File: config.mk
export PLATFORM = sky130hd
export DESIGN_NAME = cs_timing_seq
export DESIGN_NICKNAME = d
export VERILOG_FILES = /design/src/rtl/cst_pkg.sv /design/src/rtl/cst_beat_timer.sv /design/src/rtl/cst_ext_timer.sv /design/src/rtl/cst_ctrl.sv /design/src/rtl/cs_timing_seq.sv
export SDC_FILE = /design/constraint.sdc
export NUM_CORES = 1
export LEC_CHECK = 0
export BUFFER_PORTS_ARGS = -buffer_cell sky130_fd_sc_hd__buf_4
export CAP_MARGIN = 20
export CORE_ASPECT_RATIO = 0.75
export CORE_MARGIN = 2
export CORE_UTILIZATION = 53
export DETAILED_ROUTE_END_ITERATION = 16
export PLACE_DENSITY_LB_ADDON = 0.3
export SLEW_MARGIN = 0
export SYNTH_ARGS = -nofsm -noshare
export SYNTH_HDL_FRONTEND = slang
export SYNTH_SLANG_ARGS = --single-unit
export TNS_END_PERCENT = 20
File: constraint.sdc
create_clock -name clk -period 3.75 [get_ports clk]
set_input_delay 0 -clock clk [delete_from_list [all_inputs] [get_ports clk]]
set_output_delay 0 -clock clk [all_outputs]
set_load 0.005 [all_outputs]
File: src/rtl/cst_pkg.sv
`timescale 1ns/1ps
package cst_pkg;
   typedef enum logic [2:0] {
      ST_IDLE = 3'd0,
      ST_ACC  = 3'd1,
      ST_WDX  = 3'd2,
      ST_CSX  = 3'd3,
      ST_NEG  = 3'd4
   } cst_state_e;
endpackage

File: src/rtl/cst_beat_timer.sv
`timescale 1ns/1ps
// Counts cycles inside one beat and derives the strobe windows.
module cst_beat_timer #(
   parameter int WAIT_W = 4
) (
   input  logic              clk,
   input  logic              rst_n,
   input  logic              run,
   input  logic [WAIT_W-1:0] wait_lim,
   input  logic [WAIT_W-1:0] rd_dly,
   input  logic [WAIT_W-1:0] wr_dly,
   output logic              end_cyc,
   output logic              rd_win,
   output logic              wr_win
);
   logic [WAIT_W-1:0] idx_q;

   assign end_cyc = run && (idx_q == wait_lim);
   assign rd_win  = run && ((idx_q >= rd_dly) || end_cyc);
   assign wr_win  = run && ((idx_q >= wr_dly) || end_cyc);

   always_ff @(posedge clk or negedge rst_n) begin
      if (!rst_n)                idx_q <= '0;
      else if (!run || end_cyc)  idx_q <= '0;
      else                       idx_q <= idx_q + 1'b1;
   end

   AST_IDX_BOUND: assert property (@(posedge clk) disable iff (!rst_n)
      run |-> (idx_q <= wait_lim));
   AST_END_WINDOW: assert property (@(posedge clk) disable iff (!rst_n)
      end_cyc |-> (rd_win && wr_win));
endmodule

File: src/rtl/cst_ext_timer.sv
`timescale 1ns/1ps
// Up-counter shared by the inter-beat write hold and the final CS extension.
module cst_ext_timer #(
   parameter int EXT_W = 3
) (
   input  logic             clk,
   input  logic             rst_n,
   input  logic             run,
   input  logic [EXT_W-1:0] lim,
   output logic [EXT_W-1:0] cnt,
   output logic             last_cyc
);
   logic [EXT_W-1:0] cnt_q;

   assign cnt      = cnt_q;
   assign last_cyc = run && (cnt_q == (lim - 1'b1));

   always_ff @(posedge clk or negedge rst_n) begin
      if (!rst_n)                cnt_q <= '0;
      else if (!run || last_cyc) cnt_q <= '0;
      else                       cnt_q <= cnt_q + 1'b1;
   end

   AST_EXT_NONZERO: assert property (@(posedge clk) disable iff (!rst_n)
      run |-> (lim != '0));
   AST_EXT_BOUND: assert property (@(posedge clk) disable iff (!rst_n)
      run |-> (cnt_q < lim));
endmodule

File: src/rtl/cst_ctrl.sv
`timescale 1ns/1ps
// Phase sequencing, request capture and the address register.
module cst_ctrl import cst_pkg::*; #(
   parameter int AW        = 24,
   parameter int DW        = 16,
   parameter int WAIT_W    = 4,
   parameter int EXT_W     = 3,
   parameter int BEAT_W    = 3,
   parameter int ADDR_STEP = 2
) (
   input  logic              clk,
   input  logic              rst_n,
   input  logic              req_valid,
   input  logic              req_write,
   input  logic              req_last,
   input  logic [BEAT_W-1:0] req_beats,
   input  logic [AW-1:0]     req_addr,
   input  logic [AW-1:0]     req_next_addr,
   input  logic [DW-1:0]     req_wdata,
   input  logic [WAIT_W-1:0] cfg_rd_wait,
   input  logic [WAIT_W-1:0] cfg_wr_wait,
   input  logic [WAIT_W-1:0] cfg_prd_wait,
   input  logic [WAIT_W-1:0] cfg_pwr_wait,
   input  logic [EXT_W-1:0]  cfg_rd_csx,
   input  logic [EXT_W-1:0]  cfg_wr_csx,
   input  logic [EXT_W-1:0]  cfg_wdx,
   input  logic              end_cyc,
   input  logic              x_last,
   output cst_state_e        st,
   output logic              wr_q,
   output logic              later_beat,
   output logic [AW-1:0]     addr,
   output logic [DW-1:0]     wdata,
   output logic [WAIT_W-1:0] wait_sel,
   output logic [EXT_W-1:0]  ext_lim,
   output logic              done,
   output logic              ready
);
   localparam logic [AW-1:0]     STEP = AW'(ADDR_STEP);
   localparam logic [BEAT_W-1:0] ONE  = BEAT_W'(1);

   cst_state_e        st_q, st_d;
   logic              last_q;
   logic [BEAT_W-1:0] nbeat_q, bidx_q, bidx_d;
   logic [AW-1:0]     addr_q, addr_d, next_q;
   logic [DW-1:0]     data_q;
   logic              page, last_beat, accept;
   logic [EXT_W-1:0]  csx_sel;

   assign page       = (nbeat_q != ONE);
   assign last_beat  = (bidx_q == (nbeat_q - 1'b1));
   assign accept     = req_valid && (st_q == ST_IDLE);
   assign csx_sel    = wr_q ? cfg_wr_csx : cfg_rd_csx;
   assign ext_lim    = (st_q == ST_WDX) ? cfg_wdx : csx_sel;
   assign later_beat = (bidx_q != '0);
   assign st         = st_q;
   assign addr       = addr_q;
   assign wdata      = data_q;
   assign ready      = (st_q == ST_IDLE);

   always_comb begin
      if (wr_q) wait_sel = later_beat ? cfg_pwr_wait : cfg_wr_wait;
      else      wait_sel = later_beat ? cfg_prd_wait : cfg_rd_wait;
   end

   always_comb begin
      st_d   = st_q;
      addr_d = addr_q;
      bidx_d = bidx_q;
      done   = 1'b0;
      unique case (st_q)
         ST_IDLE: begin
            if (req_valid) begin
               st_d   = ST_ACC;
               addr_d = req_addr;
               bidx_d = '0;
            end
         end
         ST_ACC: begin
            if (end_cyc) begin
               if (!last_beat) begin
                  if (wr_q && (cfg_wdx != '0)) begin
                     st_d = ST_WDX;
                  end else begin
                     addr_d = addr_q + STEP;
                     bidx_d = bidx_q + 1'b1;
                  end
               end else if (csx_sel != '0) begin
                  st_d = ST_CSX;
               end else begin
                  st_d = page ? ST_IDLE : ST_NEG;
                  done = page;
                  if (!last_q) addr_d = next_q;
               end
            end
         end
         ST_WDX: begin
            if (x_last) begin
               st_d   = ST_ACC;
               addr_d = addr_q + STEP;
               bidx_d = bidx_q + 1'b1;
            end
         end
         ST_CSX: begin
            if (x_last) begin
               st_d = page ? ST_IDLE : ST_NEG;
               done = page;
               if (!last_q) addr_d = next_q;
            end
         end
         ST_NEG: begin
            st_d = ST_IDLE;
            done = 1'b1;
         end
         default: st_d = ST_IDLE;
      endcase
   end

   always_ff @(posedge clk or negedge rst_n) begin
      if (!rst_n) begin
         st_q    <= ST_IDLE;
         addr_q  <= '0;
         bidx_q  <= '0;
         wr_q    <= 1'b0;
         last_q  <= 1'b0;
         nbeat_q <= ONE;
         next_q  <= '0;
         data_q  <= '0;
      end else begin
         st_q   <= st_d;
         addr_q <= addr_d;
         bidx_q <= bidx_d;
         if (accept) begin
            wr_q    <= req_write;
            last_q  <= req_last;
            nbeat_q <= (req_beats == '0) ? ONE : req_beats;
            next_q  <= req_next_addr;
            data_q  <= req_wdata;
         end
      end
   end

   AST_WDX_ADDR_HOLD: assert property (@(posedge clk) disable iff (!rst_n)
      (st_q == ST_WDX && $past(st_q) == ST_WDX) |-> (addr_q == $past(addr_q)));
   AST_BEAT_RANGE: assert property (@(posedge clk) disable iff (!rst_n)
      (st_q != ST_IDLE) |-> (bidx_q < nbeat_q));
   AST_NEG_ONLY_SINGLE: assert property (@(posedge clk) disable iff (!rst_n)
      (st_q == ST_NEG) |-> !page);
endmodule

File: src/rtl/cs_timing_seq.sv
`timescale 1ns/1ps
// Chip-select timing sequencer top: wires the timers and control, forms bus pins.
module cs_timing_seq import cst_pkg::*; #(
   parameter int AW        = 24,
   parameter int DW        = 16,
   parameter int WAIT_W    = 4,
   parameter int EXT_W     = 3,
   parameter int BEAT_W    = 3,
   parameter int ADDR_STEP = 2,
   parameter bit DATA_MASK = 1'b1
) (
   input  logic              clk,
   input  logic              rst_n,
   input  logic              req_valid,
   output logic              req_ready,
   input  logic              req_write,
   input  logic              req_last,
   input  logic [BEAT_W-1:0] req_beats,
   input  logic [AW-1:0]     req_addr,
   input  logic [AW-1:0]     req_next_addr,
   input  logic [DW-1:0]     req_wdata,
   input  logic [WAIT_W-1:0] cfg_rd_wait,
   input  logic [WAIT_W-1:0] cfg_wr_wait,
   input  logic [WAIT_W-1:0] cfg_prd_wait,
   input  logic [WAIT_W-1:0] cfg_pwr_wait,
   input  logic [WAIT_W-1:0] cfg_rd_dly,
   input  logic [WAIT_W-1:0] cfg_wr_dly,
   input  logic [EXT_W-1:0]  cfg_rd_csx,
   input  logic [EXT_W-1:0]  cfg_wr_csx,
   input  logic [EXT_W-1:0]  cfg_wdx,
   input  logic              cfg_page_rd_hold,
   output logic              bus_cs_n,
   output logic              bus_rd_n,
   output logic              bus_wr_n,
   output logic [AW-1:0]     bus_addr,
   output logic [DW-1:0]     bus_wdata,
   output logic              bus_wdata_oe,
   output logic              acc_done
);
   generate
      if (AW < 2 || DW < 1) begin : g_bad_width
         $error("cs_timing_seq: address or data width too small");
      end
      if (WAIT_W < 1 || EXT_W < 1 || BEAT_W < 2) begin : g_bad_count
         $error("cs_timing_seq: counter widths too small");
      end
      if (ADDR_STEP < 1) begin : g_bad_step
         $error("cs_timing_seq: address step must be positive");
      end
   endgenerate

   cst_state_e        st;
   logic              wr_q, later_beat, end_cyc, rd_win, wr_win, x_last;
   logic              in_acc, in_cs, x_run;
   logic [AW-1:0]     addr_q;
   logic [DW-1:0]     data_q;
   logic [WAIT_W-1:0] wait_sel;
   logic [EXT_W-1:0]  ext_lim, x_cnt;

   assign in_acc = (st == ST_ACC);
   assign x_run  = (st == ST_WDX) || (st == ST_CSX);
   assign in_cs  = in_acc || x_run;

   cst_beat_timer #(.WAIT_W(WAIT_W)) u_beat (
      .clk(clk), .rst_n(rst_n), .run(in_acc), .wait_lim(wait_sel),
      .rd_dly(cfg_rd_dly), .wr_dly(cfg_wr_dly),
      .end_cyc(end_cyc), .rd_win(rd_win), .wr_win(wr_win)
   );

   cst_ext_timer #(.EXT_W(EXT_W)) u_ext (
      .clk(clk), .rst_n(rst_n), .run(x_run), .lim(ext_lim),
      .cnt(x_cnt), .last_cyc(x_last)
   );

   cst_ctrl #(
      .AW(AW), .DW(DW), .WAIT_W(WAIT_W), .EXT_W(EXT_W),
      .BEAT_W(BEAT_W), .ADDR_STEP(ADDR_STEP)
   ) u_ctrl (
      .clk(clk), .rst_n(rst_n),
      .req_valid(req_valid), .req_write(req_write), .req_last(req_last),
      .req_beats(req_beats), .req_addr(req_addr), .req_next_addr(req_next_addr),
      .req_wdata(req_wdata),
      .cfg_rd_wait(cfg_rd_wait), .cfg_wr_wait(cfg_wr_wait),
      .cfg_prd_wait(cfg_prd_wait), .cfg_pwr_wait(cfg_pwr_wait),
      .cfg_rd_csx(cfg_rd_csx), .cfg_wr_csx(cfg_wr_csx), .cfg_wdx(cfg_wdx),
      .end_cyc(end_cyc), .x_last(x_last),
      .st(st), .wr_q(wr_q), .later_beat(later_beat), .addr(addr_q),
      .wdata(data_q), .wait_sel(wait_sel), .ext_lim(ext_lim),
      .done(acc_done), .ready(req_ready)
   );

   assign bus_cs_n     = !in_cs;
   assign bus_rd_n     = !(in_acc && !wr_q && (rd_win || (cfg_page_rd_hold && later_beat)));
   assign bus_wr_n     = !(in_acc && wr_q && wr_win);
   assign bus_addr     = addr_q;
   assign bus_wdata_oe = wr_q && (in_acc || (st == ST_WDX) ||
                                 ((st == ST_CSX) && (x_cnt < cfg_wdx)));

   generate
      if (DATA_MASK) begin : g_mask
         assign bus_wdata = bus_wdata_oe ? data_q : '0;
      end else begin : g_raw
         assign bus_wdata = data_q;
      end
   endgenerate

   AST_STROBE_IN_CS: assert property (@(posedge clk) disable iff (!rst_n)
      (!bus_rd_n || !bus_wr_n) |-> !bus_cs_n);
   AST_ONE_STROBE: assert property (@(posedge clk) disable iff (!rst_n)
      !(!bus_rd_n && !bus_wr_n));
   AST_OE_NO_READ: assert property (@(posedge clk) disable iff (!rst_n)
      bus_wdata_oe |-> (bus_rd_n && !bus_cs_n));
   AST_ACCEPT_CS: assert property (@(posedge clk) disable iff (!rst_n)
      (req_valid && req_ready) |=> !bus_cs_n);
   AST_READY_IDLE: assert property (@(posedge clk) disable iff (!rst_n)
      req_ready |-> bus_cs_n);
   AST_DONE_IDLE: assert property (@(posedge clk) disable iff (!rst_n)
      acc_done |=> req_ready);
endmodule

# Word-level counts from Yosys, hierarchy flattened
# Index checks and enable logic that the tools add are counted.
# classes
add_sub_neg	6
n_eq_ne	17
multipliers	0
div	0
reduce_logical	38
n_bitwise	0
muxes	38
shift	0
magnitude_cmp	3
# op_table
op	count
24-bit 2-to-1 mux	8
24-bit case mux with 4 select lines	1
3-bit 2-to-1 mux	17
24-bit by 2-bit adder with 24-bit output (second input constant)	1
16-bit 2-to-1 mux	1
4-bit 2-to-1 mux	4
1-bit logical AND	13
3-bit case mux with 4 select lines	1
3-bit nonzero test	4
1-bit logical OR	9
3-bit case mux with 3 select lines	1
4-bit greater-or-equal comparator	2
7-bit AND reduction	1
3-bit by 1-bit adder with 3-bit output (second input constant)	2
3-bit by 2-bit equality test with 1-bit output (second input constant)	2
3-bit equality test	2
1-bit zero test	6
3-bit zero test	2
2-bit by 1-bit != test with 1-bit output (second input constant)	3
2-bit != test (second input constant)	3
3-bit by 1-bit != test with 1-bit output (second input constant)	2
6-bit AND reduction	1
3-bit by 1-bit subtractor with 3-bit output (second input constant)	2
5-bit AND reduction	1
10 further kinds	13
# word_totals
ramBits	0
in_bits	106
memories	0
ff_bits	82
romBits	0
latch_bits	0

# Depth between registers and ports, before layout
# depth
word_depth	10
depth_mapped	14
depth_no_buf	11

# Hierarchy
# A second synthesis with hierarchy kept.
# hier_totals
hier_cells	557
hier_area_um2	5400.2
# by_module_without_submodules
module	area_each_um2	seq_area_each_um2	instances	cells_per_inst
cst_ctrl	4346.7	1878.1	1	431
cs_timing_seq	416.6	0.0	1	58
cst_beat_timer	414.1	100.1	1	47
cst_ext_timer	222.7	75.1	1	21

# Worst setup path after synthesis
# No wires, ideal clock.
# synth_timing
path_kind	flip-flop to flip-flop
startpoint	register u_ctrl.st_q[1], in the netlist u_ctrl.st[1]
endpoint	register u_ctrl.addr_q[0], in the netlist u_ctrl.addr[0]
t_required_ns	3.623
n_path_buf	1
arrival_ns	2.718
setup_time_ns	0.127
path_slack_ns	0.905
path_stages_with_launch	12
path_cell_list	dfrtp_1 buf_2 nor3b_1 mux2i_1 ha_1 xor2_1 nor2_1 mux2i_1 a31oi_1 or3b_1 nor2_1 mux2_1
# synth_via
elab_chain_cells	7
# synth_rtl
element	line_no	rtl
start: declaration	cst_ctrl.sv:42	cst_state_e st_q, st_d;
start signal: assignment	cst_ctrl.sv:130	st_q <= st_d;
3-bit by 2-bit equality test with 1-bit output	cst_ctrl.sv:54, cst_ctrl.sv:71, cs_timing_seq.sv:61	
3-bit 2-to-1 mux	cst_ctrl.sv:54	assign ext_lim = (st_q == ST_WDX) ? cfg_wdx : csx_sel;
3-bit by 1-bit subtractor with 3-bit output	cst_ext_timer.sv:16	assign last_cyc = run && (cnt_q == (lim - 1'b1));
3-bit equality test	cst_ext_timer.sv:16	
1-bit logical AND	cst_ext_timer.sv:16	
2-bit by 1-bit != test with 1-bit output (no source line)	--	
7-bit AND reduction (no source line)	--	
end signal: assignment	cst_ctrl.sv:131	addr_q <= addr_d;
end: declaration	cst_ctrl.sv:45	logic [AW-1:0] addr_q, addr_d, next_q;
# Several ways; a longest one is shown, not always the timed one.
# A chain may end at the register's enable or synchronous reset.

# Final worst setup path
# layout_timing
startpoint	register u_ctrl.wr_q
endpoint	register u_ctrl.addr_q[0], in the netlist u_ctrl.addr[0]
# layout_via
elab_chain_cells	7
# layout_rtl
element	line_no	rtl
start: declaration	cst_ctrl.sv:30	output logic wr_q,
start signal: assignment	cst_ctrl.sv:134	wr_q <= req_write;
3-bit 2-to-1 mux	cst_ctrl.sv:53	assign csx_sel = wr_q ? cfg_wr_csx : cfg_rd_csx;
3-bit 2-to-1 mux	cst_ctrl.sv:54	
3-bit by 1-bit subtractor with 3-bit output	cst_ext_timer.sv:16	
3-bit equality test	cst_ext_timer.sv:16	
1-bit logical AND	cst_ext_timer.sv:16	
2-bit by 1-bit != test with 1-bit output (no source line)	--	
7-bit AND reduction (no source line) (*)	--	
# Every way passes the cells marked *; elsewhere a longest branch is shown, timed or not.

==> impl_metrics.env <==
export IMPL_crit_slowest_cell="dfrtp_1"
export IMPL_dp_hpwl_mm=10.4
export IMPL_placeableCoreArea_mm2=0.00954
export IMPL_drt_vias_per_instance=5.89
export IMPL_cts_sinks=82
export IMPL_synth_ff_type="dfrtp_1"
export IMPL_place_gp_congestion=0.892
export IMPL_final_hold_viol_count=0
export IMPL_worstSetupStartpointType="register"
export IMPL_antenna_found_initial=0
export IMPL_setup_viol=0
export IMPL_drv_cap=0
export IMPL_powerDensity_mw_per_mm2=823
export IMPL_period_share_pct=92.3
export IMPL_place_ws_ns=0.210
export IMPL_numCtsBuffers=9
export IMPL_required_ns=3.97
export IMPL_drive_above_1_share_pct=33.0
export IMPL_slew_limit_headroom_pct=41.5
export IMPL_die_h_um=89.3
export IMPL_status="complete, no violations"
export IMPL_worst_slew_pin_slew_ns=0.877
export IMPL_syn_inst=524
export IMPL_die_area_mm2=0.0105
export IMPL_syn_nets=648
export IMPL_fin_total_pwr_mw=6.08
export IMPL_netlist_cell_type_count=54
export IMPL_end_kind="register"
export IMPL_synth_async_reset_ratio_pct=100
export IMPL_post_dp_cell_area_mm2=0.00639
export IMPL_htree_levels=3
export IMPL_wl_mm=15.9
export IMPL_yosysSeqAreaShare_pct=40.0
export IMPL_fp_row_count=31
export IMPL_grt_start_max_net_pins=83
export IMPL_path_class="reg2reg"
export IMPL_synthTopCellsByArea="dfrtp_1 39%, mux2_2 12%, o21ai_0 4.6%"
export IMPL_nFillCells=647
export IMPL_ys_warnings_count=0
export IMPL_clockBufferDepth=2
export IMPL_hold_path_class="in2reg"
export IMPL_clock_latency_ns=0.34
export IMPL_setup_ws_ns=0.288
export IMPL_vias=5099
export IMPL_grt_setup_unrepaired="false"
export IMPL_leakagePower_nw=3.41
export IMPL_synth_most_common_cell="dfrtp_1"
export IMPL_final_area_mm2=0.00739
export IMPL_min_period_ns=3.46
export IMPL_drt_initial_drc_count=434
export IMPL_io_buffers=151
export IMPL_grt_pass1_wl_mm=24.7
export IMPL_ios=152
export IMPL_clk_pin_slew_worst_paths_ns=0.06
export IMPL_slew_viol_final=0
export IMPL_critPathMaxFanout=15
export IMPL_grt_overflow_total=0
export IMPL_cts_tree="built"
export IMPL_dr_pass1_iters=5
export IMPL_fin_nets=853
export IMPL_fmax_mhz=289
export IMPL_grt_pass1_vias=4862
export IMPL_synth_edff_count=0
export IMPL_synth_common_cells="81 x dfrtp_1, 57 x mux2_2, 47 x o21ai_0, 42 x nor2_1, 30 x nand2_1"
export IMPL_root_buffer="clkbuf_16"
export IMPL_netlist_top_cell_by_area="dfrtp_1"
export IMPL_ir_drop_v=0.000494
export IMPL_drc=0
export IMPL_detail_route_wl_per_cell_um=18.4
export IMPL_dieWidth_um=118
export IMPL_ant_nets=0
export IMPL_fin_skew_ns=0.0115
export IMPL_start_util_pct=53.8
export IMPL_diodes=0
export IMPL_ys_ff_latch=82
export IMPL_grt_total_usage_pct=30.1
export IMPL_tns_ns=0
export IMPL_cp_slowest_stage_delay_ns=0.71
export IMPL_syn_to_final_growth_pct=43.8
export IMPL_syn_avg_cell_area_um2=9.80
export IMPL_syn_cell_area_mm2=0.00514
export IMPL_cp_arrival_ns=3.68
export IMPL_crit_chain="mux2_2 -> mux2i_1 -> ha_1 -> xor2_1 -> nor2_1 -> mux2i_1 -> a31oi_1 -> or3b_1 -> nor2_1 -> mux2_1"
export IMPL_yosysTopAreaCellShare_pct=39.5
-- what timing repair did --
action / CTS / global route
endpoints found under the setup margin: 0 / 20
buffers inserted: 0 / 0
resized for setup: 0 / 2
hold buffers: 59 / 0
endpoints found under the hold margin: 139 / 0
-- cell families after synthesis --
| group | count (synthesis) | share of synthesized area [%] |
|---|---|---|
| AOI/OAI and AO/OA | 126 | 15.3 |
| xor gates and xnor gates | 15 | 2.83 |
| adders and majority gates | 18 | 4.38 |
| buffers and inverters | 46 | 3.56 |
| DFF | 82 | 40.0 |
| muxes | 81 | 18.4 |
| and+or+nand+nor | 156 | 15.5 |
-- per-layer routing --
layer	track usage, %	part of all wire (%)	vias to the layer above
met4	10.6	2.1	0
li1	-	-	2335
met2	50.2	48	306
met1	39.6	41	2431
met3	6.63	9.2	27
met5	0	0	-
-- cells in the final DEF, fill, tap and decap left out, drive strengths merged, types with 7 or more instances in the layout --
cell,Yosys,final
and3,8,8
a31oi,9,9
dfrtp,81,81
ha,18,18
mux2i,18,18
xor2,9,9
inv,20,23
nor2b,8,8
nor2,42,42
mux2,59,59
nand2b,7,7
nor3,15,15
nand2,30,30
a21oi,25,25
buf,3,160
dlygate4sd3,0,59
nand3,13,13
and2,18,18
o21ai,53,53
clkbuf,23,9
-- registers in the layout (all words and copies together), names as in the netlist --
register,cells
u_beat.idx_q,4
u_ctrl.addr,24
u_ctrl.bidx_q,3
u_ctrl.last_q,1
u_ctrl.nbeat_q,3
u_ctrl.next_q,24
u_ctrl.st,3
u_ctrl.wdata,16
u_ctrl.wr_q,1
u_ext.cnt,3
-- layout make-up --
cell class	instances	area (µm²)	area share (%)
inverter	20	75.1	1.02
multi-input combinational	397	2940	39.7
tap	132	165	2.24
sequential	82	2050	27.8
timing repair buffer	219	1810	24.5
clock buffer	9	225	3.05
clock inverter	7	124	1.68
-- critical path: cells and delay by family, from the launching register on --
family / cells / cell delay, ns
adders and majority gates: 1 / 0.22
DFF: 1 / 0.71
xor gates and xnor gates: 1 / 0.26
muxes: 4 / 1.14
AOI/OAI and AO/OA: 1 / 0.27
and+or+nand+nor: 3 / 0.74
-- through the flow --
step | utilization [%] | hold slack [ns] | instances
2_1_floorplan | - | -0.296 | 524
3_3_place_gp | 67.0 | 0.222 | 789
3_5_place_dp | 67.0 | 0.226 | 789
4_1_cts | 76.9 | 0.000426 | 864
5_1_grt | 77.4 | 0.0195 | 866
6_report | 77.4 | 0.0328 | 866
-- report_power, final --
group	internal, mW	switching [mW]	leakage, nW
sequential	1.31	0.503	1.00
clock	0.659	0.382	0.172
combinational	1.55	1.68	2.24
total	3.52	2.57	3.41
-- worst paths after layout --
| kind | startpoint | end | slack, ns | cells past startpoint |
|---|---|---|---|---|
| worst max-delay path | u_ctrl.wr_q | u_ctrl.addr[0] | 0.29 | 10 |
| worst min-delay path | req_addr[2] | u_ctrl.addr[2] | 0.03 | 3 |
| worst max register to register | u_ctrl.wr_q | u_ctrl.addr[0] | 0.29 | 10 |
| worst min register to register | u_ctrl.wdata[2] | u_ctrl.wdata[2] | 0.50 | 1 |
| max in group asynchronous | rst_n | u_ctrl.nbeat_q[0] | 3.08 | 3 |
| min in group asynchronous | rst_n | u_ext.cnt[1] | 0.05 | 2 |
Note: power is estimated with default switching activity, not from simulation.
